[src/rtl/spi_div_pkg.sv]
package spi_div_pkg;
  localparam int WORD_BITS  = 8;
  localparam int RATE_BITS  = 16;
  localparam int SEL_LINES  = 7;
  localparam int RATE_FLOOR = 2;
  localparam int BUS_BITS   = 16;

  typedef enum logic [1:0] {
    RA_CTRL = 2'd0,
    RA_RATE = 2'd1,
    RA_TX   = 2'd2,
    RA_RX   = 2'd3
  } reg_addr_e;

  typedef enum logic {
    ENG_IDLE = 1'b0,
    ENG_RUN  = 1'b1
  } eng_state_e;
endpackage

[src/rtl/spi_div_regs.sv]
module spi_div_regs
  import spi_div_pkg::*;
#(
  parameter int DATA_W   = WORD_BITS,
  parameter int BAUD_W   = RATE_BITS,
  parameter int CTRL_W   = 5,
  parameter int REG_DW   = BUS_BITS,
  parameter int MIN_BAUD = RATE_FLOOR
) (
  input  logic              clk,
  input  logic              rst,
  input  logic              wr_i,
  input  logic [1:0]        addr_i,
  input  logic [REG_DW-1:0] wdata_i,
  output logic [REG_DW-1:0] rdata_o,
  input  logic              done_i,
  input  logic [DATA_W-1:0] rx_i,
  output logic [CTRL_W-1:0] ctrl_o,
  output logic [BAUD_W-1:0] baud_o,
  output logic [DATA_W-1:0] tx_o
);
  localparam logic [BAUD_W-1:0] FLOOR = BAUD_W'(MIN_BAUD);

  logic [DATA_W-1:0] rx_q;
  logic [BAUD_W-1:0] baud_in;
  logic              baud_low;

  assign baud_in  = wdata_i[BAUD_W-1:0];
  assign baud_low = (baud_in < FLOOR);

  always_ff @(posedge clk) begin
    if (rst) begin
      ctrl_o  <= '0;
      baud_o  <= FLOOR;
      tx_o    <= '0;
      rx_q    <= '0;
      rdata_o <= '0;
    end else begin
      if (wr_i) begin
        case (reg_addr_e'(addr_i))
          RA_CTRL: ctrl_o <= wdata_i[CTRL_W-1:0];
          RA_RATE: baud_o <= baud_low ? FLOOR : baud_in;
          RA_TX:   tx_o   <= wdata_i[DATA_W-1:0];
          default: ;
        endcase
      end
      if (done_i) rx_q <= rx_i;
      case (reg_addr_e'(addr_i))
        RA_CTRL: rdata_o <= REG_DW'(ctrl_o);
        RA_RATE: rdata_o <= REG_DW'(baud_o);
        RA_TX:   rdata_o <= REG_DW'(tx_o);
        default: rdata_o <= REG_DW'(rx_q);
      endcase
    end
  end

  // a too-small rate write lands on the floor value
  a_r2_rate_clamp: assert property (@(posedge clk) disable iff (rst)
    (wr_i && addr_i == 2'd1 && baud_low) |=> (baud_o == FLOOR));

  // the stored rate never drops under the floor
  a_r2_rate_floor: assert property (@(posedge clk) disable iff (rst)
    baud_o >= FLOOR);

  // the receive register takes the word presented with done
  a_r8_rx_capture: assert property (@(posedge clk) disable iff (rst)
    done_i |=> (rx_q == $past(rx_i)));
endmodule

[src/rtl/spi_div_tick.sv]
module spi_div_tick #(
  parameter int BAUD_W = 16
) (
  input  logic              clk,
  input  logic              rst,
  input  logic              run_i,
  input  logic [BAUD_W-1:0] half_i,
  output logic              tick_o
);
  logic [BAUD_W-1:0] cnt;

  assign tick_o = run_i && (cnt == half_i - 1'b1);

  always_ff @(posedge clk) begin
    if (rst || !run_i || tick_o) cnt <= '0;
    else                         cnt <= cnt + 1'b1;
  end

  // the half-period count restarts after each tick
  a_r1_tick_wrap: assert property (@(posedge clk) disable iff (rst)
    tick_o |=> (cnt == '0));

  // while running the count stays below the half period
  a_r1_cnt_range: assert property (@(posedge clk) disable iff (rst)
    run_i |-> (cnt < half_i));
endmodule

[src/rtl/spi_div_engine.sv]
module spi_div_engine
  import spi_div_pkg::*;
#(
  parameter int DATA_W   = WORD_BITS,
  parameter int BAUD_W   = RATE_BITS,
  parameter int CS_LINES = SEL_LINES,
  parameter int CSEL_W   = 3,
  parameter int MIN_BAUD = RATE_FLOOR
) (
  input  logic                clk,
  input  logic                rst,
  input  logic                start_i,
  input  logic                cpol_i,
  input  logic                cpha_i,
  input  logic [CSEL_W-1:0]   csel_i,
  input  logic [BAUD_W-1:0]   baud_i,
  input  logic [DATA_W-1:0]   tx_i,
  input  logic                miso_i,
  input  logic                tick_i,
  output logic                run_o,
  output logic [BAUD_W-1:0]   half_o,
  output logic                sclk_o,
  output logic                mosi_o,
  output logic [CS_LINES-1:0] cs_n_o,
  output logic                busy_o,
  output logic                done_o,
  output logic [DATA_W-1:0]   rx_o
);
  localparam int EDGES = 2 * DATA_W;
  localparam int HC_W  = $clog2(EDGES + 1);

  eng_state_e          state;
  logic [HC_W-1:0]     hcnt;
  logic [HC_W-1:0]     edge_idx;
  logic                cpha_q;
  logic [DATA_W-1:0]   tx_sh;
  logic [DATA_W-1:0]   rx_sh;
  logic [CS_LINES-1:0] sel_mask;
  logic                sample_now;
  logic                shift_now;

  for (genvar g = 0; g < CS_LINES; g++) begin : g_sel
    assign sel_mask[g] = (csel_i == CSEL_W'(g + 1));
  end

  assign edge_idx   = hcnt + 1'b1;
  assign sample_now = edge_idx[0] ^ cpha_q;
  assign shift_now  = !sample_now && (edge_idx != HC_W'(1)) &&
                      (edge_idx != HC_W'(EDGES));

  assign run_o  = (state == ENG_RUN);
  assign busy_o = run_o;
  assign mosi_o = tx_sh[DATA_W-1];
  assign rx_o   = rx_sh;

  always_ff @(posedge clk) begin
    if (rst) begin
      state  <= ENG_IDLE;
      hcnt   <= '0;
      cpha_q <= 1'b0;
      half_o <= BAUD_W'(MIN_BAUD);
      tx_sh  <= '0;
      rx_sh  <= '0;
      sclk_o <= 1'b0;
      cs_n_o <= '1;
      done_o <= 1'b0;
    end else begin
      done_o <= 1'b0;
      case (state)
        ENG_IDLE: begin
          sclk_o <= cpol_i;
          cs_n_o <= '1;
          if (start_i) begin
            state  <= ENG_RUN;
            hcnt   <= '0;
            cpha_q <= cpha_i;
            half_o <= baud_i;
            tx_sh  <= tx_i;
            rx_sh  <= '0;
            cs_n_o <= ~sel_mask;
          end
        end
        default: begin
          if (tick_i) begin
            if (hcnt == HC_W'(EDGES)) begin
              state  <= ENG_IDLE;
              cs_n_o <= '1;
              done_o <= 1'b1;
            end else begin
              sclk_o <= ~sclk_o;
              hcnt   <= edge_idx;
              if (sample_now) rx_sh <= {rx_sh[DATA_W-2:0], miso_i};
              if (shift_now)  tx_sh <= {tx_sh[DATA_W-2:0], 1'b0};
            end
          end
        end
      endcase
    end
  end

  // done lasts a single cycle
  a_r8_done_pulse: assert property (@(posedge clk) disable iff (rst)
    done_o |=> !done_o);

  // done marks the cycle busy has just dropped
  a_r8_done_ends_busy: assert property (@(posedge clk) disable iff (rst)
    done_o |-> (!busy_o && $past(busy_o)));

  // never more than one select line low
  a_r6_one_select: assert property (@(posedge clk) disable iff (rst)
    busy_o |-> $onehot0(~cs_n_o));

  // all select lines high when idle
  a_r11_idle_select: assert property (@(posedge clk) disable iff (rst)
    !busy_o |-> (&cs_n_o));

  // idle clock follows a steady polarity setting
  a_r11_idle_level: assert property (@(posedge clk) disable iff (rst)
    (!busy_o && !$past(busy_o) && $stable(cpol_i)) |-> (sclk_o == cpol_i));

  // the serial clock moves only on a half-period tick
  a_r1_clock_on_tick: assert property (@(posedge clk) disable iff (rst)
    (busy_o && !tick_i) |=> $stable(sclk_o));

  // a start while busy leaves the latched setup alone
  a_r9_start_ignored: assert property (@(posedge clk) disable iff (rst)
    (busy_o && start_i) |=> ($stable(half_o) && $stable(cpha_q)));
endmodule

[src/rtl/spi_div_master.sv]
module spi_div_master
  import spi_div_pkg::*;
#(
  parameter int DATA_W   = WORD_BITS,
  parameter int BAUD_W   = RATE_BITS,
  parameter int CS_LINES = SEL_LINES,
  parameter int REG_DW   = BUS_BITS,
  parameter int MIN_BAUD = RATE_FLOOR
) (
  input  logic                clk,
  input  logic                rst,
  input  logic                reg_wr,
  input  logic [1:0]          reg_addr,
  input  logic [REG_DW-1:0]   reg_wdata,
  output logic [REG_DW-1:0]   reg_rdata,
  input  logic                start_i,
  output logic                busy_o,
  output logic                done_o,
  output logic [DATA_W-1:0]   rx_data_o,
  output logic                sclk_o,
  output logic                mosi_o,
  input  logic                miso_i,
  output logic [CS_LINES-1:0] cs_n_o
);
  localparam int CSEL_W = $clog2(CS_LINES + 1);
  localparam int CTRL_W = CSEL_W + 2;

  logic [CTRL_W-1:0] ctrl;
  logic [BAUD_W-1:0] baud;
  logic [DATA_W-1:0] tx_word;
  logic              run;
  logic              tick;
  logic [BAUD_W-1:0] half;

  spi_div_regs #(
    .DATA_W(DATA_W), .BAUD_W(BAUD_W), .CTRL_W(CTRL_W),
    .REG_DW(REG_DW), .MIN_BAUD(MIN_BAUD)
  ) u_regs (
    .clk(clk), .rst(rst), .wr_i(reg_wr), .addr_i(reg_addr),
    .wdata_i(reg_wdata), .rdata_o(reg_rdata), .done_i(done_o),
    .rx_i(rx_data_o), .ctrl_o(ctrl), .baud_o(baud), .tx_o(tx_word)
  );

  spi_div_tick #(.BAUD_W(BAUD_W)) u_tick (
    .clk(clk), .rst(rst), .run_i(run), .half_i(half), .tick_o(tick)
  );

  spi_div_engine #(
    .DATA_W(DATA_W), .BAUD_W(BAUD_W), .CS_LINES(CS_LINES),
    .CSEL_W(CSEL_W), .MIN_BAUD(MIN_BAUD)
  ) u_eng (
    .clk(clk), .rst(rst), .start_i(start_i),
    .cpol_i(ctrl[0]), .cpha_i(ctrl[1]), .csel_i(ctrl[CTRL_W-1:2]),
    .baud_i(baud), .tx_i(tx_word), .miso_i(miso_i), .tick_i(tick),
    .run_o(run), .half_o(half), .sclk_o(sclk_o), .mosi_o(mosi_o),
    .cs_n_o(cs_n_o), .busy_o(busy_o), .done_o(done_o), .rx_o(rx_data_o)
  );
endmodule

[config.mk]
export PLATFORM = sky130hd
export DESIGN_NAME = spi_div_master
export DESIGN_NICKNAME = d
export VERILOG_FILES = /design/src/rtl/spi_div_pkg.sv /design/src/rtl/spi_div_regs.sv /design/src/rtl/spi_div_tick.sv /design/src/rtl/spi_div_engine.sv /design/src/rtl/spi_div_master.sv
export SDC_FILE = /design/constraint.sdc
export NUM_CORES = 1
export LEC_CHECK = 0
export ABC_CLOCK_PERIOD_IN_PS = 2900
export CORE_MARGIN = 10
export CORE_UTILIZATION = 45
export DETAILED_ROUTE_END_ITERATION = 8
export DONT_BUFFER_PORTS = 1
export PLACE_DENSITY = 0.71
export SETUP_SLACK_MARGIN = 0.05
export SLEW_MARGIN = 25
export SYNTH_ARGS = -nofsm -noshare
export SYNTH_HDL_FRONTEND = slang
export SYNTH_SLANG_ARGS = --single-unit
[constraint.sdc]
create_clock -name clk -period 2.9 [get_ports clk]
set_input_delay 0.29 -clock clk [delete_from_list [all_inputs] [get_ports clk]]
set_output_delay 0.29 -clock clk [all_outputs]
set_load 0.01 [all_outputs]
## Word level (Yosys, flattened, before mapping)

Index checks and enable logic that the tools add are counted.

- Input port bits: 23
- Output and inout bits: 35
- Word-level logic and storage cells: 89
- Register bits: 117

- Multiplexer cells: 28
- Reduce and logical (&&, ||, !) cells: 19
- Add/sub/neg operators: 3
- Magnitude comparators: 1
- Equality and inequality tests: 18
- Bitwise logic cells: 5

Operators with widths:

| operator | number |
|---|---|
| 2-to-1 mux 8 bit | 10 |
| case mux 16 bit (3 select lines) | 1 |
| 2-to-1 mux 7 bit | 4 |
| 2-to-1 mux 5 bit | 4 |
| adder 16 x 1 -> 16 bit, second input constant | 1 |
| == test 16 bit | 1 |
| < comparator 16 x 2 -> 1 bit, second input constant | 1 |
| 2-to-1 mux 16 bit | 1 |
| subtractor 16 x 1 -> 16 bit, second input constant | 1 |
| == test 3 bit, second input constant | 4 |
| AND reduction 2 bit | 6 |
| inequality test 2 bit, second input constant | 5 |
| 2-to-1 mux 1 bit | 8 |
| AND reduction 4 bit | 2 |
| NOT 7 bit | 1 |
| == test 3 x 2 -> 1 bit, second input constant | 2 |
| adder 5 x 1 -> 5 bit, second input constant | 1 |
| == test 5 bit, second input constant | 1 |
| inequality test 5 x 1 -> 1 bit, second input constant | 1 |
| inequality test 5 bit, second input constant | 1 |
| == test 3 x 1 -> 1 bit, second input constant | 1 |
| logical AND 1 bit | 3 |
| NOT 1 bit | 3 |
| AND reduction 3 bit | 1 |
| 8 further kinds | 10 |

## Longest topological paths before layout

Gate-level depths: netlist of run 1.

- Word-level depth: 9
- Mapped depth: 13

## By module

A second synthesis of run 1 with hierarchy kept.

- Cells, all modules: 617
- Area total of the unflattened synthesis: 5,532.8 µm²

By module, submodules not included:

| module | area an instance (µm²) | instances | cells an instance |
|---|---|---|---|
| spi_div_engine | 2,115.8 | 1 | 239 |
| spi_div_regs | 2,001.9 | 1 | 193 |
| spi_div_tick | 1,415.1 | 1 | 185 |

## Least setup slack after synthesis of run 1

Ideal clock, no wire load.

- Path type: flip-flop to flip-flop
- Start: reg u_eng.half_o[0]
- End: reg u_eng.hcnt[4]
- Library setup time: 129 ps
- Required time: 2,771 ps
- Slack: 418 ps
- Period minus slack after synthesis: 2,482 ps
- Arrival time: 2,353 ps
- Buffers on the path: 2
- Cell stages (with the launch flop): 12
- Cell sequence: dfxtp_1 -> inv_1 -> ha_1 -> or4b_1 -> buf_2 -> nor4_2 -> xnor2_1 -> nand4_2 -> nor3_1 -> a21o_1 -> buf_4 -> o22ai_1

- Word-level cells in the longest chain between the ends: 5

Ends and longest elaborated chain:

| item | line | text |
|---|---|---|
| start, declared | spi_div_engine.sv:21 | `output logic [BAUD_W-1:0] half_o,` |
| start signal, assigned | spi_div_engine.sv:61 | `half_o <= BAUD_W'(MIN_BAUD);` |
| start signal, assigned | spi_div_engine.sv:77 | `half_o <= baud_i;` |
| subtractor 16 x 1 -> 16 bit | spi_div_tick.sv:12 | `assign tick_o = run_i && (cnt == half_i - 1'b1);` |
| == test 16 bit | spi_div_tick.sv:12 |  |
| logical AND 1 bit | spi_div_tick.sv:12 |  |
| inequality test 2 bit (no line) | - |  |
| AND reduction 3 bit (no line) | - |  |
| end signal, assigned | spi_div_engine.sv:91 | `hcnt <= edge_idx;` |
| end, declared | spi_div_engine.sv:33 | `logic [HC_W-1:0] hcnt;` |

Every way passes these cells.
A chain may end at the register's enable or synchronous reset.

## Worst setup path in the final report of run 1

- Start: reg u_eng.half_o[0]
- End: reg u_eng.tx_sh[7]

- Word-level cells in the longest chain between the ends: 5

Ends and longest elaborated chain:

| item | line | text |
|---|---|---|
| subtractor 16 x 1 -> 16 bit | spi_div_tick.sv:12 |  |
| == test 16 bit | spi_div_tick.sv:12 |  |
| logical AND 1 bit | spi_div_tick.sv:12 |  |
| inequality test 2 bit (no line) | - |  |
| AND reduction 4 bit (no line) | - |  |
| end signal, assigned | spi_div_engine.sv:78 | `tx_sh <= tx_i;` |
| end signal, assigned | spi_div_engine.sv:93 | `if (shift_now) tx_sh <= {tx_sh[DATA_W-2:0], 1'b0};` |
| end, declared | spi_div_engine.sv:36 | `logic [DATA_W-1:0] tx_sh;` |

Every way passes these cells.

==> out/results.tsv, run 1 <==
metric	value	unit
cts-htree-levels	4	
crit_path_cell_trace	inv_1 -> ha_2 -> or4b_1 -> buf_4 -> o311ai_4 -> nor3_2 -> and3_1 -> buf_4 -> a211oi_1 -> a211oi_2	
regToRegStartpoint	u_eng.half_o[0]	
place.gp.congestion	0.8522	
coreArea	12010	sq um
antenna_found_initial	0	
fin_ws	235.6	ps
vias	4486	
clock_sinks	117	
utilization	52.96	%
ys.flop_type	dfxtp_1	
layout-drive-gt1-share	13.11	%
pin_count	58	
dpl_worst_slack	106.9	ps
cts_tree	done	
rr_worst_depth	10	
die_h	130.8	um
final_nets	649	
startpoint_type	flip-flop	
slew_violations	0	
rr_endpoint	u_eng.tx_sh[7]	
drt_wl_total	14080	um
seq_area_frac_synth	42.41	%
synth_nets	655	
peakVddDrop	612.4	uV
r2r_slack	240	ps
worst_pin_slew	986.8	ps
grt_pass1_wl	22650	um
area_growth	15.18	%
post_dp_cell_area	5569	sq um
status	finished, final reports clean	
grt_pass1_vias	4302	
start_util	45.98	%
die_x	130.8	um
crit_path_max_incr_delay	520	ps
clk_pin_slew	60	ps
crit_top_cell	buf_4	
ant_nets	0	
diodes	0	
ys_top_cells_by_area	dfxtp_1 (42%), nand2_1 (4.8%), a21oi_1 (4.3%), nor2_1 (4.1%), mux2i_1 (4.0%)	
ys_ff_latch	117	
grt_overflow_total	0	
insertion_delay	420	ps
worst_hold_path.endpoint	u_regs.baud_o[12]	
remaining_drc_errors	0	
fmax	375.3	MHz
wl_per_cell	18.05	um
grt.total_usage	17.05	%
skew	5.511	ps
cts_root_buffer	clkbuf_16	
dieArea	17100	sq um
max_slew_margin	34.07	%
pwr_density_cell	673.6	nW/um^2
ys_types	59	
routed_via_density	5.751	
synth-edff-count	0	
cp_slowest_cell	or4b_1	
syn_inst	626	
min_from	reg_wdata[12]	
p_total	0.004285	W
period_needed	2664	ps
yosysTopAreaCell	dfxtp_1	
synth_top_area_share	42.41	%
drt_iter0_markers	352	
syn_area_per_cell	8.822	sq um
fin_crit_sh	91.87	%
worstPathArrival	2960	ps
hp-class	in2reg	
final_area	6361	sq um
yosys_warnings	0	
p_leak	2.231	nW
async_reset_ff_share	0	%
end_kind	flip-flop	
cts_buffers	17	
grt_max_degree	67	
port_buffers	0	
drt_first_pass_iters	5	
cts_buffer_depth	2	
critPathKind	reg2reg	
hpwl	9971	um
rsz0062_at_grt	yes	
rows	40	
hold_viol	0	
critPathRequiredTime	3200	ps
min_path_cells	2	
max_cap_viol_count	0	
setup_viol	0	
syn_area	5523	sq um
cp_max_fo	13	
==> synthesized netlist by cell type (4+ instances only) <==
| library cell | count |
|---|---|
| a211o_1 | 5 |
| a211oi_1 | 10 |
| a211oi_2 | 6 |
| a21oi_1 | 47 |
| a22oi_1 | 9 |
| a311o_1 | 7 |
| a311oi_1 | 7 |
| and2_1 | 11 |
| and3_1 | 10 |
| buf_1 | 5 |
| buf_6 | 5 |
| clkbuf_1 | 28 |
| dfxtp_1 | 117 |
| ha_1 | 6 |
| inv_1 | 29 |
| mux2i_1 | 22 |
| mux4_2 | 5 |
| nand2_1 | 70 |
| nand2b_1 | 6 |
| nand3_1 | 17 |
| nand4_1 | 6 |
| nor2_1 | 61 |
| nor2b_1 | 11 |
| nor3_1 | 12 |
| nor3_2 | 12 |
| nor4_1 | 8 |
| o211ai_1 | 4 |
| o22ai_1 | 11 |
| xnor2_1 | 21 |
| xor2_1 | 14 |
==> how the worst max path moves through the flow <==
stage               depth (start not counted)  slack (ps)        endpoint             from
floorplan                                  11         420   u_eng.hcnt[4]  u_eng.half_o[0]
global placement                            9         180  u_eng.tx_sh[1]  u_eng.half_o[0]
detailed placement                          9         110  u_eng.tx_sh[1]  u_eng.half_o[0]
CTS                                         9          80  u_eng.tx_sh[1]  u_eng.half_o[0]
global route                               10          -2  u_eng.tx_sh[1]  u_eng.half_o[0]
finish                                     10         240  u_eng.tx_sh[7]  u_eng.half_o[0]
==> logic make-up after synthesis <==
kind of cell	share of synthesized area (%)
flops	42.41
fa+ha+maj	1.359
compound gates	15.84
simple gates	22.47
xor+xnor	5.551
mux	6.638
buf+inv	5.732
==> registers in the layout, summed over array words and instances, names as in the netlist, 5 cells and up <==
name,count
u_eng.cs_n_o,7
u_eng.half_o,16
u_eng.hcnt,5
u_eng.rx_o,8
u_eng.tx_sh,8
u_regs.baud_o,16
u_regs.ctrl_o,5
u_regs.rdata_o,16
u_regs.rx_q,8
u_regs.tx_o,8
u_tick.cnt,16
==> through the flow <==
stage	TNS (ps)	hold slack [ps]	std cells
after CTS	0	1.191	779
final	0	9.612	780
after global routing	-1.544	12.99	780
after floorplan	0	418.3	626
after detailed placement	0	374.0	739
after global placement	0	371.7	739
==> routing by layer <==
layer / vias up / global-route usage [%] / part of all wire, %
met3: 15 / 5.882 / 6.2
met4: 0 / 5.755 / 1.1
met2: 101 / 28.28 / 49
met1: 2182 / 20.18 / 43
li1: 2188 / - / -
met5: - / 0 / 0
==> worst max-delay path, delay by kind of cell (launching register included) <==
| kind | cells | cell delay, ps |
|---|---|---|
| AO/OA/AOI/OAI | 3 | 610 |
| adder cells (fa/ha/maj) | 1 | 230 |
| buffers and inverters | 3 | 490 |
| flip-flops | 1 | 360 |
| AND/OR/NAND/NOR | 3 | 850 |
==> power breakdown <==
part / switching (W) / internal (W) / leakage, nW
Combinational: 0.000199 / 0.000125 / 0.975
Sequential: 0.0000365 / 0.00164 / 0.946
Clock: 0.000753 / 0.00153 / 0.309
==> what timing repair did <==
action	CTS	global route
resized for setup	0	8
buffers inserted	0	1
setup endpoints to repair	0	29
hold endpoints to repair	67	0
hold buffers	8	0
==> area by class of cell <==
type	instances	area, sq um
clock inverters	10	168.9
well taps	147	183.9
fillers	1091	5650
clock buffers	22	484.2
flip-flops and latches	117	2342
repair buffers	18	172.7
multi-input cells	437	2900
inverters	29	108.9
==> placed cells by master (no fill, tap or decap), types with 11 or more instances in the layout <==
cell type / synthesis / final
dfxtp_1: 117 / 117
nand2_1: 70 / 70
nor2_1: 61 / 61
a21oi_1: 47 / 47
inv_1: 29 / 29
mux2i_1: 22 / 22
xnor2_1: 21 / 21
clkbuf_16: 0 / 17
nand3_1: 17 / 16
xor2_1: 14 / 14
nor3_2: 12 / 12
and2_1: 11 / 11
nor3_1: 12 / 11
o22ai_1: 11 / 11
No activity file was read; power rests on OpenSTA's default activity.
==> run 2: changes to the inputs <==
Settings changed: CORE_MARGIN 10 to default, GPL_TIMING_DRIVEN from default to 0, SYNTH_HIERARCHICAL from default to 1.
==> run 2 against run 1 <==
The flow now finishes with violations (setup timing). Largest power group unchanged. Routed wire length is 3.4% higher. Count of clock-buffer cells in the layout is 1 higher. Critical path type unchanged. Critical path depth is 3 higher. Cell area is 4.0% higher. Combinational power is 1% higher.
==> out/results.tsv, run 2 <==
metric	value	unit	change
ys.flop_type	dfxtp_1		
clock_sinks	117		unchanged
coreArea	12010	sq um	unchanged
synth_common_cells	dfxtp_1 (117), nand2_1 (109), a21oi_1 (66)		
cts_root_buffer	clkbuf_16		
slew_violations	0		unchanged
syn_inst	617		-1.4%
synth_nets	646		-1.4%
grt_pass1_vias	4545		+5.6%
clk_pin_slew	60	ps	about the same
insertion_delay	420	ps	about the same
status	complete, but fails checks		
fin_ws	-310.5	ps	-546.2 ps
grt_pass1_wl	23430	um	+3.4%
yosys_warnings	6		+6
cts_buffer_depth	2		unchanged
ys_ff_latch	117		unchanged
vias	4713		+5.1%
crit_path_cell_trace	inv_4 -> ha_4 -> or4b_4 -> buf_6 -> or4_1 -> a211o_1 -> a31oi_1 -> and3_4 -> nand2_4 -> nor2_4 -> a21o_4 -> nand3_2 -> a21oi_1		
cts_tree	done		
hp-class	in2reg		
grt_max_degree	17		-75%
seq_area_frac_synth	42.33	%	-0.077 points
routed_via_density	5.776		+0.43%
max_slew_margin	55.90	%	+22 points
cts-htree-levels	4		unchanged
yosysTopAreaCell	dfxtp_1		
cp_top_family	simple AND/OR/NAND/NOR gates		
worst-path-buf-inv	2		-1
hold_viol	0		unchanged
violations	setup timing		
crit_path_max_incr_delay	470	ps	-50 ps
die_h	112.9	um	-14%
end_kind	flip-flop		
remaining_drc_errors	0		unchanged
syn_area_per_cell	8.967	sq um	+1.6%
p_leak	2.399	nW	+7.5%
rsz0062_at_grt	yes		
ys_top_cells_by_area	dfxtp_1 (42%), nand2_1 (7.4%), a21oi_1 (6.0%), mux2i_1 (5.1%), xnor2_1 (4.0%)		
max_cap_viol_count	0		unchanged
worst_pin_slew	661.5	ps	-325.3 ps
grt_overflow_total	0		unchanged
worstPathArrival	3550	ps	+590 ps
period_needed	3211	ps	+546.2 ps
pin_count	58		unchanged
final_nets	686		+5.7%
ant_nets	0		unchanged
peakVddDrop	396.8	uV	-35%
pwr_density_cell	610.3	nW/um^2	-9.4%
final_area	6616	sq um	+4.0%
ys_types	69		+17%
die_x	112.9	um	-14%
layout-drive-gt1-share	17.34	%	+4.2 points
cts_buffers	17		unchanged
area_growth	19.58	%	
synth-edff-count	0		unchanged
drt_wl_total	14560	um	+3.4%
hpwl	10370	um	+4.0%
skew	22.64	ps	+17.13 ps
antenna_found_initial	0		unchanged
wl_per_cell	17.84	um	-1.2%
syn_area	5533	sq um	+0.18%
startpoint_type	flip-flop		
yosysMostFrequentCell	dfxtp_1		
place.gp.congestion	0.8469		-0.62%
port_buffers	0		unchanged
async_reset_ff_share	0	%	unchanged
cp_slowest_cell	or4_1		
dpl_worst_slack	-466.9	ps	-573.8 ps
drt_iter0_markers	339		-3.7%
post_dp_cell_area	5771	sq um	+3.6%
drt_first_pass_iters	5		unchanged
fmax	311.5	MHz	-17%
setup_viol	22		+22
fin_crit_sh	110.7	%	+19 points
synth_top_area_share	42.33	%	-0.077 points
critPathKind	reg2reg		
final_cell_mix	dfxtp_1 (115), nand2_1 (106), a21oi_1 (63)		
diodes	0		unchanged
grt.total_usage	23.81	%	+6.8 points
cp_max_fo	8		-5
critPathRequiredTime	3240	ps	+40 ps
dieArea	12740	sq um	-26%
final_common_cell	dfxtp_1		
start_util	46.06	%	+0.083 points
rows	40		unchanged
==> run 2: changes by cell type after synthesis, moves of 9 or more <==
| cell | before | now |
|---|---|---|
| nor2_1 | 61 | 46 |
| inv_1 | 29 | 8 |
| a21oi_1 | 47 | 66 |
| nor3_2 | 12 | 0 |
| nand2_1 | 70 | 109 |
| a211oi_1 | 10 | 1 |
| clkbuf_1 | 28 | 11 |
==> run 2: routing by layer <==
metal / global-route usage [%] / routed length [um] / vias to the layer above / part of all wire [%]
met5: 0 / 0 / - / 0
met4: 9.298 / 289 / 0 / 2.0
met3: 7.392 / 1256 / 22 / 8.6
met2: 38.31 / 6907 / 202 / 47
met1: 29.90 / 6107 / 2232 / 42
li1: - / - / 2257 / -
==> run 2: layout make-up <==
type,count,area [sq um]
multi-input cells,459,3098
clock inverters,8,98.84
flip-flops and latches,117,2350
plain buffers,32,192.7
well taps,147,183.9
fillers,1068,5395
repair buffers,22,182.7
inverters,8,32.53
clock buffers,23,478.0
==> run 2: power breakdown <==
| group | leakage [nW] | switching (W) | internal [W] |
|---|---|---|---|
| Combinational | 1.18 | 0.000194 | 0.000134 |
| Clock | 0.276 | 0.000710 | 0.00132 |
| Sequential | 0.948 | 0.0000362 | 0.00164 |
==> run 2: worst reg2reg max path, stage by stage, from the launching register on <==
cell and delay (ps):
dfxtp_4 360, inv_4 60, ha_4 110, or4b_4 450, buf_6 150, or4_1 470
a211o_1 290, a31oi_1 200, and3_4 280, nand2_4 70, nor2_4 230, a21o_4 230
nand3_2 90, a21oi_1 150
==> run 2: kinds of logic (layout without fill, tap and decap cells) <==
family          after synthesis  after routing  synth area share [%]
xor+xnor                     35             35                 5.676
flops                       117            117                 42.33
simple gates                270            270                 25.22
compound gates              112            112                 13.57
fa+ha+maj                     6              6                 1.357
mux                          36             36                 7.915
buf+inv                      41             93                 3.935
==> run 2: final timing paths <==
check                                       from  slack (ps)                end  depth (start not counted)
worst max register to register   u_eng/half_o[1]        -310      u_eng/rx_o[0]                         13
worst min register to register  u_regs/baud_o[8]         480    u_eng/half_o[8]                          2
worst min-delay path               reg_wdata[10]          10  u_regs/baud_o[10]                          2
worst max-delay path             u_eng/half_o[1]        -310      u_eng/rx_o[0]                         13
==> run 2: per-stage QoR <==
step / instances / power, W / util (%) / hold WS (ps) / setup TNS [ps]
2_1_floorplan: 617 / 0.001927 / - / 426.0 / -2110
5_1_grt: 816 / 0.004175 / 55.08 / 6.768 / -8313
3_5_place_dp: 764 / 0.001997 / 48.04 / 435.1 / -10750
3_3_place_gp: 764 / 0.001989 / 48.04 / 429.1 / -9551
4_1_cts: 811 / 0.004053 / 54.16 / 0.2476 / -4304
6_report: 816 / 0.004038 / 55.08 / 9.709 / -5105
==> run 2: timing repair <==
action                                  in CTS  in global routing
hold buffers                                 7                  0
endpoints found under the setup margin      41                 41
setup buffers                               10                  5
endpoints found under the hold margin        7                  0
gates resized for setup                      6                 18
pin swaps                                   13                 10
==> run 3: changes to the inputs <==
Settings changed: ABC_CLOCK_PERIOD_IN_PS 2900 to 4000.
Clock period 2.9 ns to 4 ns, I/O delays scaled along.
==> run 3 against run 2 <==
Sequential power shrank 27%. Critical path depth grew 1. Largest power group unchanged. The run now ends clean. Setup slack gained 690 ps. Sequential share of layout area grew 1.6 points. Largest cell class unchanged. Clock power shrank 25%. Routed wire length shrank 2.2%.
==> out/results.tsv, run 3 (synthesis gave the netlist of run 2 again) <==
metric	value	unit	change
critPathKind	reg2reg		
pwr_density_cell	468.0	nW/um^2	-23%
grt_pass1_vias	4625		+1.8%
peakVddDrop	304.0	uV	-23%
skew	9.075	ps	-13.56 ps
p_leak	2.278	nW	-5.0%
dieArea	12740	sq um	unchanged
fin_crit_sh	90.53	%	-20 points
startpoint_type	flip-flop		
r2r_slack	380	ps	+690 ps
max_cap_viol_count	0		unchanged
fill_cells	1096		+2.6%
port_buffers	0		unchanged
final_cell_mix	dfxtp_1 (117), nand2_1 (109), a21oi_1 (66)		
die_h	112.9	um	unchanged
drt_first_pass_iters	4		-1
cp_max_fo	9		+1
grt.total_usage	23.53	%	-0.28 points
antenna_found_initial	0		unchanged
max_slew_margin	57.83	%	+1.9 points
clock_sinks	117		unchanged
vias	4643		-1.5%
rows	40		unchanged
ant_nets	0		unchanged
drt_iter0_markers	334		-1.5%
top_usage_layer	met2		
die_x	112.9	um	unchanged
start_util	46.06	%	unchanged
rsz0062_at_grt	no		
fmax	276.2	MHz	-11%
rr_worst_depth	14		+1
status	finished, final reports clean		
insertion_delay	400	ps	-20 ps
worst_pin_slew	632.6	ps	-28.90 ps
cts-resized-gates	0		-6
pin_count	58		unchanged
final_nets	665		-3.1%
dpl_worst_slack	470.2	ps	+937.1 ps
use_met2	40.25	%	+1.9 points
layout-drive-gt1-share	12.17	%	-5.2 points
grt_overflow_total	0		unchanged
fin_ws	378.9	ps	+689.4 ps
grt.met1_usage	27.46	%	-2.4 points
cts_root_buffer	clkbuf_16		
routed_via_density	5.833		+0.99%
clk_pin_slew	50	ps	about the same
cts-htree-levels	4		unchanged
critPathRequiredTime	4330	ps	+1090 ps
cts_buffers	17		unchanged
holdBufCountCts	0		-7
cts_setup_buffers	0		-10
final_common_cell	dfxtp_1		
setup_viol	0		-100%
cts_tree	done		
place.gp.congestion	0.8532		+0.74%
use_met3	7.499	%	+0.11 points
end_kind	flip-flop		
min_path_cells	2		unchanged
worstPathArrival	3950	ps	+400 ps
period_needed	3621	ps	+410.6 ps
slew_violations	0		unchanged
hp-class	in2reg		
cts_buffer_depth	2		unchanged
p_total	0.002954	W	-27%
grt_max_degree	17		unchanged
area_growth	14.09	%	
grt_pass1_wl	23290	um	-0.56%
wl_per_cell	17.89	um	+0.27%
hpwl	10190	um	-1.8%
diodes	0		unchanged
hold_viol	0		unchanged
drt_wl_total	14240	um	-2.2%
coreArea	12010	sq um	unchanged
remaining_drc_errors	0		unchanged
setup_tns	0	ps	+5105 ps
## run 3: changes by cell type in the layout (fill, tap and decap cells not counted), sizes merged
| cell | delta |
|---|---|
| buf | -14 |
| clkinvlp | -1 |
| bufinv | +1 |
| inv | -1 |
| clkinv | +1 |
| dlygate4sd3 | -7 |
| clkbuf | +1 |
## run 3: final cells by class
cell class                      instances  area (sq um)  share of cell area, %
Multi-Input combinational cell        459          2973                  47.10
Sequential cell                       117          2342                  37.11
Clock buffer                           24         471.7                  7.473
Buffer                                 33         187.7                  2.973
Tap cell                              147         183.9                  2.914
Clock inverter                          8         123.9                  1.962
Inverter                                8         30.03                 0.4757
## run 3: where the power goes
part / total (W) / switching [W] / internal [W]
Clock: 0.00153 / 0.000518 / 0.00101
Sequential: 0.00122 / 0.0000277 / 0.00119
Combinational: 0.000206 / 0.000130 / 0.0000766
Total: 0.00295 / 0.000676 / 0.00228
## run 3: layer usage
layer	share of wire, %	up-vias
met1	41	2221
met4	2.3	0
met2	49	185
li1	-	2210
met3	7.4	27
met5	0	-
## run 3: critical path, stage by stage (launching register included)
cell and delay, ps:
dfxtp_1 380, inv_1 90, ha_1 140, buf_4 150, or4b_1 430, buf_2 180
or4_1 500, a211o_1 340, a31oi_1 170, and3_1 310, nand2_1 160, nor2_4 220
a21o_4 210, nand3_1 100, a21oi_1 170
## run 3: final timing paths
kind	end	start
setup reg to reg	u_eng/rx_o[3]	u_eng/half_o[0]
hold / removal	u_regs/baud_o[7]	reg_wdata[7]
setup / recovery	u_eng/rx_o[3]	u_eng/half_o[0]
hold reg to reg	u_eng/half_o[11]	u_regs/baud_o[11]
## run 3: per-stage QoR
step	instances	hold WS [ps]	util, %	instance area, sq um
floorplan	617	439.5	-	5533
detailed placement	764	467.3	47.59	5717
global placement	764	467.2	47.59	5717
finish	796	130.3	52.55	6312
CTS	796	112.3	52.55	6312
global route	796	111.6	52.55	6312
